## config.mk

```make
export PLATFORM = sky130hd
export DESIGN_NAME = spi_sclk_divider
export DESIGN_NICKNAME = d
export VERILOG_FILES = /design/src/rtl/sclk_div_pkg.sv /design/src/rtl/sclk_cfg_latch.sv /design/src/rtl/sclk_half_timer.sv /design/src/rtl/sclk_edge_gen.sv /design/src/rtl/spi_sclk_divider.sv
export SDC_FILE = /design/constraint.sdc
export NUM_CORES = 1
export LEC_CHECK = 0
export BUFFER_PORTS_ARGS = -buffer_cell sky130_fd_sc_hd__buf_2
export CORE_AREA = 8 8 80 75
export DETAILED_ROUTE_END_ITERATION = 12
export DIE_AREA = 0 0 88 83
export PLACE_DENSITY_LB_ADDON = 0.15
export SLEW_MARGIN = 20
export SYNTH_ARGS = -nofsm -noshare
export SYNTH_HDL_FRONTEND = slang
export SYNTH_SLANG_ARGS = --single-unit
export TNS_END_PERCENT = 10
```

## constraint.sdc

```tcl
create_clock -name clk -period 3.51 [get_ports clk]
set_input_delay 0 -clock clk [delete_from_list [all_inputs] [get_ports clk]]
set_output_delay 0 -clock clk [all_outputs]
set_load 0.01 [all_outputs]
```

## src/rtl/sclk_div_pkg.sv

```systemverilog
package sclk_div_pkg;

  // Division scheme encoded in the select bit of the clock control word
  typedef enum logic {
    DIV_POW2   = 1'b0,
    DIV_LINEAR = 1'b1
  } div_mode_e;

  // Phase encoding of which edge carries the sample strobe
  typedef enum logic {
    SAMPLE_ON_LEAD  = 1'b0,
    SAMPLE_ON_TRAIL = 1'b1
  } phase_e;

  // Width needed to hold the largest half period of either scheme
  function automatic int half_width(input int lin_w, input int exp_w);
    int lin_need;
    int pow_need;
    lin_need = lin_w + 1;
    pow_need = (1 << exp_w) - 1;
    return (lin_need > pow_need) ? lin_need : pow_need;
  endfunction

endpackage

```

## src/rtl/sclk_cfg_latch.sv

```systemverilog
module sclk_cfg_latch
  import sclk_div_pkg::*;
#(
  parameter int LIN_W  = 8,
  parameter int EXP_W  = 4,
  parameter int HALF_W = half_width(LIN_W, EXP_W)
) (
  input  logic                   clk,
  input  logic                   rst,
  input  logic                   run,
  input  logic                   active,
  input  logic [LIN_W+EXP_W:0]   ctl,
  input  logic                   cpol,
  input  logic                   cpha,
  output logic [HALF_W-1:0]      half_q,
  output logic                   cpol_q,
  output phase_e                 cpha_q
);

  localparam int SEL_BIT = LIN_W + EXP_W;

  div_mode_e           mode;
  logic [LIN_W-1:0]    lin_n;
  logic [EXP_W-1:0]    pow_m;
  logic [HALF_W-1:0]   half_lin;
  logic [HALF_W-1:0]   half_pow;
  logic [HALF_W-1:0]   half_next;
  logic                start;

  assign start = run && !active;

  always_comb begin
    mode     = div_mode_e'(ctl[SEL_BIT]);
    lin_n    = ctl[LIN_W-1:0];
    pow_m    = ctl[SEL_BIT-1:LIN_W];
    half_lin = HALF_W'(lin_n) + HALF_W'(1);
    if (pow_m == '0) begin
      half_pow = HALF_W'(1);
    end else begin
      half_pow = HALF_W'(1) << (pow_m - EXP_W'(1));
    end
    half_next = (mode == DIV_LINEAR) ? half_lin : half_pow;
  end

  always_ff @(posedge clk) begin
    if (rst) begin
      half_q <= HALF_W'(1);
      cpol_q <= 1'b0;
      cpha_q <= SAMPLE_ON_LEAD;
    end else if (start) begin
      half_q <= half_next;
      cpol_q <= cpol;
      cpha_q <= phase_e'(cpha);
    end
  end

  // settings do not move while a transfer keeps running
  p_cfg_stable_r8: assert property (@(posedge clk) disable iff (rst)
    ($past(active) && active) |-> ($stable(half_q) && $stable(cpol_q) && $stable(cpha_q)));

  // a latched half period is never zero
  p_half_nonzero_r5: assert property (@(posedge clk) disable iff (rst)
    active |-> (half_q != '0));

endmodule

```

## src/rtl/sclk_half_timer.sv

```systemverilog
module sclk_half_timer #(
  parameter int HALF_W = 15
) (
  input  logic              clk,
  input  logic              rst,
  input  logic              run,
  input  logic [HALF_W-1:0] half,
  output logic              active,
  output logic              toggle
);

  logic [HALF_W-1:0] cnt;
  logic              at_end;

  assign at_end = (cnt == (half - HALF_W'(1)));
  assign toggle = run && active && at_end;

  always_ff @(posedge clk) begin
    if (rst || !run) begin
      active <= 1'b0;
      cnt    <= '0;
    end else if (!active) begin
      active <= 1'b1;
      cnt    <= '0;
    end else if (at_end) begin
      cnt <= '0;
    end else begin
      cnt <= cnt + HALF_W'(1);
    end
  end

  // the count stays inside the latched half period
  p_cnt_bound_r3: assert property (@(posedge clk) disable iff (rst)
    active |-> (cnt < half));

  // a dropped run clears the timer on the next edge
  p_stop_clears_r9: assert property (@(posedge clk) disable iff (rst)
    !run |=> (!active && cnt == '0));

endmodule

```

## src/rtl/sclk_edge_gen.sv

```systemverilog
module sclk_edge_gen
  import sclk_div_pkg::*;
(
  input  logic   clk,
  input  logic   rst,
  input  logic   run,
  input  logic   active,
  input  logic   toggle,
  input  logic   cpol,
  input  logic   cpol_q,
  input  phase_e cpha_q,
  output logic   sclk,
  output logic   lead_pulse,
  output logic   trail_pulse,
  output logic   sample_pulse,
  output logic   shift_pulse
);

  logic leaving_idle;

  assign leaving_idle = (sclk == cpol_q);

  always_ff @(posedge clk) begin
    if (rst || !run || !active) begin
      sclk         <= cpol;
      lead_pulse   <= 1'b0;
      trail_pulse  <= 1'b0;
      sample_pulse <= 1'b0;
      shift_pulse  <= 1'b0;
    end else if (toggle) begin
      sclk         <= ~sclk;
      lead_pulse   <= leaving_idle;
      trail_pulse  <= !leaving_idle;
      sample_pulse <= (cpha_q == SAMPLE_ON_LEAD) ? leaving_idle : !leaving_idle;
      shift_pulse  <= (cpha_q == SAMPLE_ON_LEAD) ? !leaving_idle : leaving_idle;
    end else begin
      lead_pulse   <= 1'b0;
      trail_pulse  <= 1'b0;
      sample_pulse <= 1'b0;
      shift_pulse  <= 1'b0;
    end
  end

  // idle holds the polarity level and no pulses
  p_idle_level_r2: assert property (@(posedge clk) disable iff (rst)
    !run |=> (sclk == $past(cpol) && !lead_pulse && !trail_pulse));

  // the edge pulses are exclusive and mark a real change of level
  p_pulse_excl_r6: assert property (@(posedge clk) disable iff (rst)
    $onehot0({lead_pulse, trail_pulse}));
  p_edge_moves_r6: assert property (@(posedge clk) disable iff (rst)
    (lead_pulse || trail_pulse) |-> (sclk != $past(sclk)));
  p_lead_away_r6: assert property (@(posedge clk) disable iff (rst)
    lead_pulse |-> (sclk != cpol_q));

  // sample and shift are the two edges split by phase
  p_strobe_split_r7: assert property (@(posedge clk) disable iff (rst)
    $onehot0({sample_pulse, shift_pulse}) &&
    ((sample_pulse || shift_pulse) == (lead_pulse || trail_pulse)));

endmodule

```

## src/rtl/spi_sclk_divider.sv

```systemverilog
module spi_sclk_divider
  import sclk_div_pkg::*;
#(
  parameter int LIN_W = 8,
  parameter int EXP_W = 4
) (
  input  logic                 clk,
  input  logic                 rst,
  input  logic                 run,
  input  logic [LIN_W+EXP_W:0] clk_ctl,
  input  logic                 cpol,
  input  logic                 cpha,
  output logic                 sclk,
  output logic                 lead_pulse,
  output logic                 trail_pulse,
  output logic                 sample_pulse,
  output logic                 shift_pulse
);

  localparam int HALF_W = half_width(LIN_W, EXP_W);

  logic [HALF_W-1:0] half_q;
  logic              cpol_q;
  phase_e            cpha_q;
  logic              active;
  logic              toggle;

  sclk_cfg_latch #(
    .LIN_W  (LIN_W),
    .EXP_W  (EXP_W),
    .HALF_W (HALF_W)
  ) u_cfg (
    .clk    (clk),
    .rst    (rst),
    .run    (run),
    .active (active),
    .ctl    (clk_ctl),
    .cpol   (cpol),
    .cpha   (cpha),
    .half_q (half_q),
    .cpol_q (cpol_q),
    .cpha_q (cpha_q)
  );

  sclk_half_timer #(
    .HALF_W (HALF_W)
  ) u_timer (
    .clk    (clk),
    .rst    (rst),
    .run    (run),
    .half   (half_q),
    .active (active),
    .toggle (toggle)
  );

  sclk_edge_gen u_edge (
    .clk          (clk),
    .rst          (rst),
    .run          (run),
    .active       (active),
    .toggle       (toggle),
    .cpol         (cpol),
    .cpol_q       (cpol_q),
    .cpha_q       (cpha_q),
    .sclk         (sclk),
    .lead_pulse   (lead_pulse),
    .trail_pulse  (trail_pulse),
    .sample_pulse (sample_pulse),
    .shift_pulse  (shift_pulse)
  );

  // reset leaves the clock at the polarity level with no pulses
  p_reset_state_r1: assert property (@(posedge clk)
    $past(rst) |-> (sclk == $past(cpol) && !lead_pulse && !trail_pulse &&
                    !sample_pulse && !shift_pulse));

endmodule

```

# Word level (Yosys, flattened, before mapping)
# Cells that the tools add are included.
# totals
output_inout_bits,5
ramBits,0
rom_bits,0
in_bits,18
wordCells,39
latchBits,0
mem_count,0
register_bits,38
# classes
n_div,0
muxes,7
add_sub_neg,4
eq_ne,2
bitwise,3
magnitude_cmp,0
reduce_logical,12
multipliers,0
shift,1
# ops
op,n
15-bit two-way mux,2
"15-bit by 1-bit adder with 15-bit output, second input constant",1
15-bit == test,1
"1-bit by 4-bit << shifter with 15-bit output, first input constant",1
"15-bit by 1-bit subtractor with 15-bit output, second input constant",1
"8-bit by 1-bit adder with 9-bit output, second input constant",1
1-bit two-way mux,5
4-bit logical NOT,1
"4-bit by 1-bit subtractor with 4-bit output, second input constant",1
1-bit logical AND,3
1-bit logical NOT,3
1-bit inverter,3
3-bit OR reduction,1
1-bit logical OR,2
2-bit nonzero test,1
2-bit OR reduction,1
1-bit == test,1

# Longest topological paths before layout
# logic_depth
depth_word,5
ltp_mapped,10

# By module
# From an unflattened synthesis, not the netlist that was laid out.
# hier_totals
cells_unflattened,261
hier_area_um2,2240.9
# by_module_without_submodules
module,seq_area_each_um2,area_each_um2,cells_each,n_inst
sclk_half_timer,320.3,1177.4,142,1
sclk_cfg_latch,340.3,857.1,103,1
sclk_edge_gen,110.1,206.4,16,1

# Least setup slack after synthesis
# Ideal clock, no wire load.
# synth_path
path_kind,reg-to-reg
from,register u_cfg.half_q[0]
to,register u_edge.sclk (enable)
t_arrival_ps,2145
stages_incl_launch_ff,11
synth_period_minus_slack_ps,2438
setup_slack_ps,1072
path_cell_list,dfxtp_1 buf_2 inv_1 ha_1 nor3b_1 a41oi_1 a31oi_1 nand4_1 nor4_2 buf_4 nand2b_1
# synth_between
elab_chain_len,4
# synth_lines
element,line_no,source
"start, declared",sclk_cfg_latch.sv:15,"output logic [HALF_W-1:0] half_q,"
"start signal, assigned",sclk_cfg_latch.sv:51,half_q <= half_next;
15-bit by 1-bit subtractor with 15-bit output,sclk_half_timer.sv:15,assign at_end = (cnt == (half - HALF_W'(1)));
15-bit == test,sclk_half_timer.sv:15,
1-bit logical AND,sclk_half_timer.sv:16,assign toggle = run && active && at_end;
2-bit nonzero test (no line),-,
"end signal, assigned",sclk_edge_gen.sv:25,sclk <= cpol;
"end signal, assigned",sclk_edge_gen.sv:31,sclk <= ~sclk;
"end, declared",sclk_edge_gen.sv:12,"output logic sclk,"
# No other way between the ends.
# A chain may end at the register's enable or synchronous reset.

# Final worst setup path
# layout_path
from,register u_cfg.half_q[0]
to,register u_timer.cnt[0]
# layout_between
elab_chain_len,3
# layout_lines
element,line_no,source
15-bit by 1-bit subtractor with 15-bit output,sclk_half_timer.sv:15,
15-bit == test,sclk_half_timer.sv:15,
3-bit OR reduction (no line),-,
"end signal, assigned",sclk_half_timer.sv:28,cnt <= cnt + HALF_W'(1);
"end, declared",sclk_half_timer.sv:12,logic [HALF_W-1:0] cnt;
# No other way between the ends.

==> impl_metrics.csv <==
group,metric,value,unit
cells_and_area,final_nets,321,
floorplan,num_rows,24,
synth,netlist_top_cells_count,"dfxtp_1, nor2_1, nand2_1",
grt,track_usage,14.5,%
worst_setup_path,timing.reg2reg.setup_slack,620,ps
detailed_routing,met1Wirelength,2560,um
worst_hold_path,min_path_cells,3,
cells_and_area,diodes,0,
placed_design,dp_hpwl,3650,um
worst_setup_path,crit_top_cell,"nor3b_1",
placed_design,postPlaceCellArea,0.00237,sq mm
synth,synth_top_cell_area_share,33.1,%
placed_design,io_buffers,22,
synth,async_flop_share,0,%
clocking,cts.repair.resized,0,
cells_and_area,fillerInstances,463,
synth,syn_inst,284,
worst_setup_path,r2r_cells,9,
worst_setup_path,startpoint_type,"flip-flop",
grt,grt.overflow.total,0,
worst_setup_path,r2r_end,"u_timer.cnt[0]$_SDFF_PP0_",
floorplan,start_util,48.1,%
sta,hold_viol,0,
synth,synth.avg_cell_area,7.88,sq um
placed_design,gp_routability_congestion,0.844,
synth,synth.most_common_cell,"dfxtp_1",
cells_and_area,reg_top3,"u_cfg.half_q: 15 flops, u_timer.cnt: 15 flops",
cells_and_area,finalInstanceArea,0.00249,sq mm
detailed_routing,wl,4890,um
cells_and_area,syn_to_final_growth,11.3,%
sta,period_share,82.3,%
sta,skew,8.45,ps
synth,synth_area_leaders,"dfxtp_1, xnor2_1, nor2_1",
detailed_routing,route.vias.total,1973,
worst_hold_path,hold_class,"in -> reg",
power_and_ir_drop,power.total,0.907,mW
sta,rsz0062_at_grt,"no",
grt,antenna_found_initial,0,
floorplan,core-area,0.00465,sq mm
power_and_ir_drop,power_leakage,0.986,nW
clocking,clk_pin_slew,70,ps
clocking,htree_levels,2,
clocking,clk_latency,290,ps
worst_setup_path,slowest_delay,620,ps
worst_hold_path,hold_start,"clk_ctl[8]",
detailed_routing,dr_wl_met2,2100,um
synth,synth-edff-count,1,
detailed_routing,wl_per_cell,13.4,um
sta,worst_pin_slew,738,ps
synth,yosysSeqAreaShare,34.5,%
power_and_ir_drop,ir_worst_vdd,0.185,mV
detailed_routing,via_per_inst,5.39,
synth,synth-seq-cells,38,
sta,holdWs,76.9,ps
sta,min_period,2890,ps
cells_and_area,drive_gt1_share,11.3,%
detailed_routing,wl_met3,167,um
worst_hold_path,holdPathEnd,"u_cfg.half_q[14]$_SDFFE_PP0P_",
clocking,cts-buffers-inserted,5,
clocking,clockBufferDepth,2,
worst_setup_path,r2r-start,"u_cfg.half_q[0]$_SDFFE_PP1P_",
worst_setup_path,required,3690,ps
grt,grt_pass1_wl,8660,um
worst_setup_path,critPathSlowestCell,"nor3b_1",
floorplan,die-area,0.00730,sq mm
detailed_routing,dr.pass1.iters,4,
worst_setup_path,critPathTopFamily,"simple AND/OR/NAND/NOR gates",
floorplan,ios,23,
sta,slew_violations,0,
grt,grt_pass1_vias,1835,
clocking,cts.sinks,38,
worst_setup_path,path_cells,"inv_1 > ha_1 > nor3b_1 > a41oi_1 > a31oi_1 > nand4_1 > nor4_2 > buf_4 > nor3b_1",
detailed_routing,ant_nets,0,
worst_setup_path,crit_path_end_kind,"flip-flop",
sta,finalSetupViolations,0,
sta,relSlewSlack,50.7,%
clocking,postCtsSetupBuffers,0,
flow_run,maxCapViolCount,0,
worst_setup_path,worst-path-buf-inv,2,
detailed_routing,drt_iter0_markers,119,
worst_setup_path,criticalPathCategory,"reg -> reg",
sta,max_freq,0.346,GHz
synth,synth_area_leader_cell,"dfxtp_1",
outcome,status,"finished clean",
synth,syn_nets,305,
worst_setup_path,crit_arrival,3070,ps
power_and_ir_drop,power_density,364,mW/mm^2
floorplan,die_w,88,um
detailed_routing,drc,0,
sta,fin_setup_tns,0,ps
synth,ys.flop_type,"dfxtp_1",
synth,yosysWarnings,0,
floorplan,die_height,83,um
detailed_routing,top_layer_used,"met4",
clocking,hold_buffers,3,
synth,ys_types,44,
grt,grt_max_degree,23,
clocking,cts_tree,"built",
synth,syn-cell-area,0.00224,sq mm
clocking,clockRootBuffer,"clkbuf_8",
worst_setup_path,cp_max_fo,14,
[worst max path at each step]
stage / depth (start not counted) / slack [ps] / from / end
after floorplan: 10 / 1070 / u_cfg.half_q[0]$_SDFFE_PP1P_ / u_edge.sclk$_DFFE_PP_
after global placement: 9 / 770 / u_cfg.half_q[0]$_SDFFE_PP1P_ / u_timer.cnt[0]$_SDFF_PP0_
after detailed placement: 9 / 640 / u_cfg.half_q[0]$_SDFFE_PP1P_ / u_timer.cnt[5]$_SDFF_PP0_
after CTS: 9 / 570 / u_cfg.half_q[0]$_SDFFE_PP1P_ / u_timer.cnt[5]$_SDFF_PP0_
after global routing: 9 / 350 / u_cfg.half_q[0]$_SDFFE_PP1P_ / u_timer.cnt[8]$_SDFF_PP0_
final: 9 / 620 / u_cfg.half_q[0]$_SDFFE_PP1P_ / u_timer.cnt[0]$_SDFF_PP0_
[worst min-delay path, stage by stage]
cell	delay (ps)
buf_2	150
a32oi_1	100
nor2_1	70
[layout make-up]
type | instances | area (sq um) | area share (%)
clock buffers | 7 | 86.3 | 3.47
clock inverters | 1 | 5.00 | 0.201
multi-input cells | 217 | 1350 | 54.2
well taps | 65 | 81.3 | 3.27
inverters | 11 | 41.3 | 1.66
flip-flops and latches | 38 | 771 | 31.0
repair buffers | 27 | 155 | 6.23
[layer usage]
metal	track usage, %	up-vias
met4	5.63	0
met3	2.76	4
met1	20.5	892
met2	20.8	49
li1	-	1028
met5	0	-
[per-stage QoR]
step / utilization, % / std cells / worst slack (ps)
final: 53.5 / 366 / 623
after global placement: 50.9 / 355 / 769
after floorplan: - / 284 / 1070
after detailed placement: 50.9 / 355 / 640
after CTS: 53.5 / 366 / 573
after global routing: 53.5 / 366 / 350
[cell usage in the layout (no fill, tap or decap), types with 10 or more instances in the layout]
| cell type | instances |
|---|---|
| dfxtp_1 | 37 |
| nor3_1 | 13 |
| xnor2_1 | 27 |
| a21oi_1 | 10 |
| xor2_1 | 13 |
| inv_1 | 11 |
| buf_2 | 22 |
| nand2_1 | 28 |
| nor2_1 | 33 |
[cell families after synthesis]
kind of cell,count (synthesis),share of synthesized area (%)
XOR/XNOR,40,15.7
flip-flops,38,34.5
AO/OA/AOI/OAI,42,12.4
buffers and inverters,29,5.20
AND/OR/NAND/NOR,132,30.6
adder cells (fa/ha/maj),3,1.68
[where the power goes]
group	internal (mW)	switching [mW]	total (mW)
registers	0.445	0.0167	0.461
logic	0.0603	0.0784	0.139
clock network	0.158	0.149	0.307
Power figures use the tool's default switching activity.
